==> config.mk <==
export PLATFORM = sky130hd
export DESIGN_NAME = edge_event_counter
export DESIGN_NICKNAME = d
export VERILOG_FILES = /design/src/rtl/evc_pkg.sv /design/src/rtl/evc_sync.sv /design/src/rtl/evc_edge_det.sv /design/src/rtl/evc_count_core.sv /design/src/rtl/edge_event_counter.sv
export SDC_FILE = /design/constraint.sdc
export NUM_CORES = 1
export LEC_CHECK = 0
export ABC_AREA = 1
export BUFFER_PORTS_ARGS = -buffer_cell sky130_fd_sc_hd__buf_2
export CORE_ASPECT_RATIO = 1.1
export CORE_UTILIZATION = 30
export CTS_CLUSTER_DIAMETER = 60
export DETAILED_ROUTE_END_ITERATION = 8
export GPL_TIMING_DRIVEN = 0
export SYNTH_ARGS = -nofsm -noshare
export SYNTH_HDL_FRONTEND = slang
export SYNTH_SLANG_ARGS = --single-unit
==> constraint.sdc <==
create_clock -name clk -period 1.1 [get_ports clk]
set_input_delay 0.11 -clock clk [delete_from_list [all_inputs] [get_ports clk]]
set_output_delay 0.11 -clock clk [all_outputs]
set_load 0.01 [all_outputs]
==> src/rtl/evc_pkg.sv <==
// Package: shared types for the edge-selectable event counter.
// Assumes: edge select codes are fixed by the programming model (00 rise, 01 fall).
package evc_pkg;

    // Valid-edge selection codes seen on the edge_sel port
    typedef enum logic [1:0] {
        EDGE_RISE  = 2'b00,
        EDGE_FALL  = 2'b01,
        EDGE_RSV_A = 2'b10,
        EDGE_RSV_B = 2'b11
    } edge_mode_e;

endpackage

==> src/rtl/evc_sync.sv <==
// Module: evc_sync
// Brings the asynchronous event pin into the clk domain through a chain of
// STAGES flops. Assumes STAGES >= 2; output lags the pin by STAGES edges.
module evc_sync #(
    parameter int STAGES = 2
) (
    input  logic clk,
    input  logic rst_n,
    input  logic async_in,
    output logic sync_out
);

    logic [STAGES-1:0] chain_q;

    generate
        for (genvar i = 0; i < STAGES; i++) begin : g_stage
            if (i == 0) begin : g_first
                // First flop captures the raw pin
                always_ff @(posedge clk) begin
                    if (!rst_n) chain_q[0] <= 1'b0;
                    else        chain_q[0] <= async_in;
                end
            end else begin : g_next
                // Later flops let metastability settle
                always_ff @(posedge clk) begin
                    if (!rst_n) chain_q[i] <= 1'b0;
                    else        chain_q[i] <= chain_q[i-1];
                end
            end
        end
    endgenerate

    assign sync_out = chain_q[STAGES-1];

endmodule

==> src/rtl/evc_edge_det.sv <==
// Module: evc_edge_det
// Compares the synchronised level with its previous sample and emits a
// one-cycle strobe for the selected transition. A warm-up register blocks
// strobes until the synchroniser and history hold real pin samples, so an
// input held high through reset is not mistaken for an edge.
// Assumes: level comes from an evc_sync of depth SYNC_STAGES.
module evc_edge_det
    import evc_pkg::*;
#(
    parameter int SYNC_STAGES = 2
) (
    input  logic       clk,
    input  logic       rst_n,
    input  logic       level,
    input  edge_mode_e mode,
    output logic       strobe
);

    localparam int WARM_W = SYNC_STAGES + 1;

    logic              prev_q;
    logic [WARM_W-1:0] warm_q;
    logic              primed;
    logic              rise;
    logic              fall;

    // Keep the previous synchronised level for comparison
    always_ff @(posedge clk) begin
        if (!rst_n) prev_q <= 1'b0;
        else        prev_q <= level;
    end

    // Shift ones in after reset until every stage holds a real sample
    always_ff @(posedge clk) begin
        if (!rst_n) warm_q <= '0;
        else        warm_q <= {warm_q[WARM_W-2:0], 1'b1};
    end

    assign primed = warm_q[WARM_W-1];
    assign rise   = level & ~prev_q;
    assign fall   = ~level & prev_q;

    // Pick the transition selected by the mode code
    always_comb begin
        strobe = 1'b0;
        if (primed) begin
            case (mode)
                EDGE_RISE: strobe = rise;
                EDGE_FALL: strobe = fall;
                default:   strobe = 1'b0;
            endcase
        end
    end

endmodule

==> src/rtl/evc_count_core.sv <==
// Module: evc_count_core
// Counter with compare-and-clear. On a strobe it either advances by one or,
// when already equal to the limit, returns to zero and raises a registered
// one-cycle interrupt. The run bit low forces the count to zero.
// Assumes: strobe is a single-cycle pulse in the clk domain.
module evc_count_core #(
    parameter int CNT_W = 8
) (
    input  logic             clk,
    input  logic             rst_n,
    input  logic             run,
    input  logic             strobe,
    input  logic [CNT_W-1:0] limit,
    output logic [CNT_W-1:0] count,
    output logic             irq
);

    localparam logic [CNT_W-1:0] ONE = CNT_W'(1);

    logic [CNT_W-1:0] count_q;
    logic             irq_q;
    logic             hit;

    assign hit = (count_q == limit);

    // Advance, clear on match, or hold at zero while stopped
    always_ff @(posedge clk) begin
        if (!rst_n) begin
            count_q <= '0;
            irq_q   <= 1'b0;
        end else begin
            irq_q <= 1'b0;
            if (!run) begin
                count_q <= '0;
            end else if (strobe) begin
                if (hit) begin
                    count_q <= '0;
                    irq_q   <= 1'b1;
                end else begin
                    count_q <= count_q + ONE;
                end
            end
        end
    end

    assign count = count_q;
    assign irq   = irq_q;

endmodule

==> src/rtl/edge_event_counter.sv <==
// Module: edge_event_counter (top)
// External event counter: synchronises the event pin, detects the chosen
// edge and counts it against a compare limit with clear-on-match and a
// one-cycle interrupt. Assumes SYNC_STAGES >= 2.
module edge_event_counter
    import evc_pkg::*;
#(
    parameter int CNT_W       = 8,
    parameter int SYNC_STAGES = 2
) (
    input  logic             clk,
    input  logic             rst_n,
    input  logic             evt_in,
    input  logic [1:0]       edge_sel,
    input  logic             count_en,
    input  logic [CNT_W-1:0] cmp_val,
    output logic [CNT_W-1:0] count,
    output logic             match_irq
);

    logic       evt_sync;
    logic       evt_strobe;
    edge_mode_e mode;

    assign mode = edge_mode_e'(edge_sel);

    evc_sync #(
        .STAGES (SYNC_STAGES)
    ) u_sync (
        .clk      (clk),
        .rst_n    (rst_n),
        .async_in (evt_in),
        .sync_out (evt_sync)
    );

    evc_edge_det #(
        .SYNC_STAGES (SYNC_STAGES)
    ) u_edge (
        .clk    (clk),
        .rst_n  (rst_n),
        .level  (evt_sync),
        .mode   (mode),
        .strobe (evt_strobe)
    );

    evc_count_core #(
        .CNT_W (CNT_W)
    ) u_core (
        .clk    (clk),
        .rst_n  (rst_n),
        .run    (count_en),
        .strobe (evt_strobe),
        .limit  (cmp_val),
        .count  (count),
        .irq    (match_irq)
    );

endmodule

==> flow_summary.ini <==
[die]
die_x_um = 51.4
start_util = 0.320
pin_count = 23
fp.coreArea_sq_mm = 0.00252
die_area_sq_mm = 0.00290
die-height_um = 56.4
rows = 19

[final_layout]
stdcell_count = 187
mostFrequentLayoutCells = nand2_1 (42), buf_2 (22), inv_1 (20), nor2_1 (10)
final_nets = 172
drive_gt1_frac = 0.417
area_delta_synth_final_pct = 42.5
layout_commonest_cell = nand2_1
num_antenna_cells = 0

[power]
vdd_ir_drop_max_uv = 763
p_leak_nw = 0.597
p_total_mw = 0.974
power.density_mw_per_mm2 = 848

[critical_path]
worstPathArrival_ns = 1.35
cp-start-kind = flip-flop
critical_path_class = flip-flop to flip-flop
critPathRequiredTime_ns = 1.32
reg2reg_depth = 10
critPathMaxFanout = 5
end_kind = flip-flop

[clock_tree]
cts_tree = yes
h-tree-depth = 1
cts_max_path_buffers = 2
insertion_delay_ns = 0.28
clk_pin_slew_ns = 0.10
cts_buffers = 3
root_buffer = clkbuf_4
clkSinkCount = 15

[global_routing]
grt_overflow_total = 0
grt_usage = 0.132
grt_pass1_wl_mm = 2.98
antenna_found_initial = 0
grt_max_degree = 10
grt_pass1_vias = 762

[placement]
io_buffer_count = 22
gp_congestion = 0.739
dp_hpwl_mm = 1.26
dp_cells = 176

[timing]
period_share = 1.03
max_freq_mhz = 883
finalCriticalPeriod_ns = 1.13
clock_skew_ns = 0.00145
hold_violations = 0
final.setup.tns_ns = -0.104
drv_slew = 0
rsz0062_at_grt = yes
tightest_slew_ns = 0.207
slew_headroom = 0.861
finalSetupViolations = 7
fin_ws_ns = -0.0323

[yosys]
ys_seq_area_frac = 0.373
synth_area_per_cell_sq_um = 6.55
synth_nets = 138
syn-cell-area_sq_um = 806
synth_seq_cells = 15
synth_area_leaders = dfxtp_1 (37%), nand2_1 (20%), inv_1 (11%), nor2_1 (6.1%), nand2_2 (4.7%)
synthCells = 123
netlist.top_cell.by_area = dfxtp_1
synth_top_area_frac = 0.373
ys.warnings.count = 0
synth_cell_type_count = 17

[job]
drv_cap = 0

[hold_path]
min_delay_path_depth = 3
hp-class = input pin to flip-flop

[routing]
drc = 0
dr.first_iter.drc_count = 8
first_pass_iters = 4
vias_per_cell = 4.27
route.vias.total = 799
drt-wirelength-per-cell_um = 9.28
wirelength_mm = 1.74
ant_nets = 0

[outcome]
status = complete, but fails checks
violations = setup timing
-- layer usage --
layer	vias up	track usage	wire length [um]
met5	-	0	0
met4	0	0.0347	8
met3	2	0.0190	76
met2	17	0.247	887
met1	351	0.151	764
li1	429	-	-
-- kinds of logic after synthesis --
group | share of synthesized area
flops | 0.373
compound gates | 0.0155
simple gates | 0.415
xor+xnor | 0.0435
buf+inv | 0.138
fa+ha+maj | 0.0155
-- flip-flops by register name (all words and copies together), names as in the netlist --
| signal | count |
|---|---|
| u_edge.warm_q | 3 |
| u_sync.sync_out | 1 |
| u_edge.prev_q | 1 |
| u_core.count | 8 |
| u_sync.chain_q | 1 |
| u_core.irq | 1 |
-- metrics by stage --
stage	instance area, sq um	setup slack (ns)	hold WS, ns	utilization
2_1_floorplan	830	0.00496	0.138	-
3_3_place_gp	978	-0.0879	0.296	0.388
3_5_place_dp	978	-0.121	0.297	0.388
4_1_cts	1120	-0.0393	0.0499	0.443
5_1_grt	1150	-0.117	0.0748	0.456
6_report	1150	-0.0323	0.0649	0.456
-- repair_timing --
item / CTS / global route
endpoints found under the setup margin: 8 / 9
endpoints found under the hold margin: 2 / 0
setup buffers: 3 / 1
gates cloned: 1 / 0
hold buffers: 2 / 0
gates resized for setup: 16 / 9
pin swaps: 10 / 8
-- where the power goes --
part           internal [mW]  switching [mW]
registers              0.543         0.00366
logic                 0.0474          0.0466
clock network          0.135           0.198
total                  0.726           0.249
-- cells in the mapped netlist --
cell	count
nor2_2	1
dfxtp_1	15
buf_8	1
o21bai_1	1
inv_4	1
nand3_1	7
xnor2_1	4
nor2_1	13
nand3b_1	1
o21ai_0	1
nand2_4	1
nor3_2	2
inv_1	24
nand4_1	1
ha_1	1
nand2_1	43
nand2_2	6
-- worst paths after layout --
path	end	from	slack [ns]
worst max-delay path	u_core.count[2]$_SDFFE_PN0P_	u_edge.prev_q$_SDFF_PN0_	-0.03
worst min-delay path	u_core.irq$_SDFF_PN0_	count_en	0.06
worst max register to register	u_core.count[2]$_SDFFE_PN0P_	u_edge.prev_q$_SDFF_PN0_	-0.03
worst min register to register	u_sync.sync_out$_SDFF_PN0_	u_sync.chain_q[0]$_SDFF_PN0_	0.41
-- cell type report --
type | instances | area [sq um]
fillers | 269 | 1370
multi-input cells | 82 | 455
flip-flops and latches | 15 | 322
repair buffers | 29 | 191
inverters | 25 | 98.8
well taps | 31 | 38.8
clock buffers | 3 | 22.5
plain buffers | 1 | 15.0
clock inverters | 1 | 5.00
-- critical path, cell delays in order (launching register included) --
cell and delay, ns:
dfxtp_2 0.35, inv_2 0.04, nand3b_1 0.09, nand2_2 0.10, nand2_4 0.07, inv_6 0.08
buf_8 0.11, nand2_2 0.04, nand2_1 0.04, nand2_1 0.04, nor2_1 0.10
Note: power is estimated with default switching activity, not from simulation.
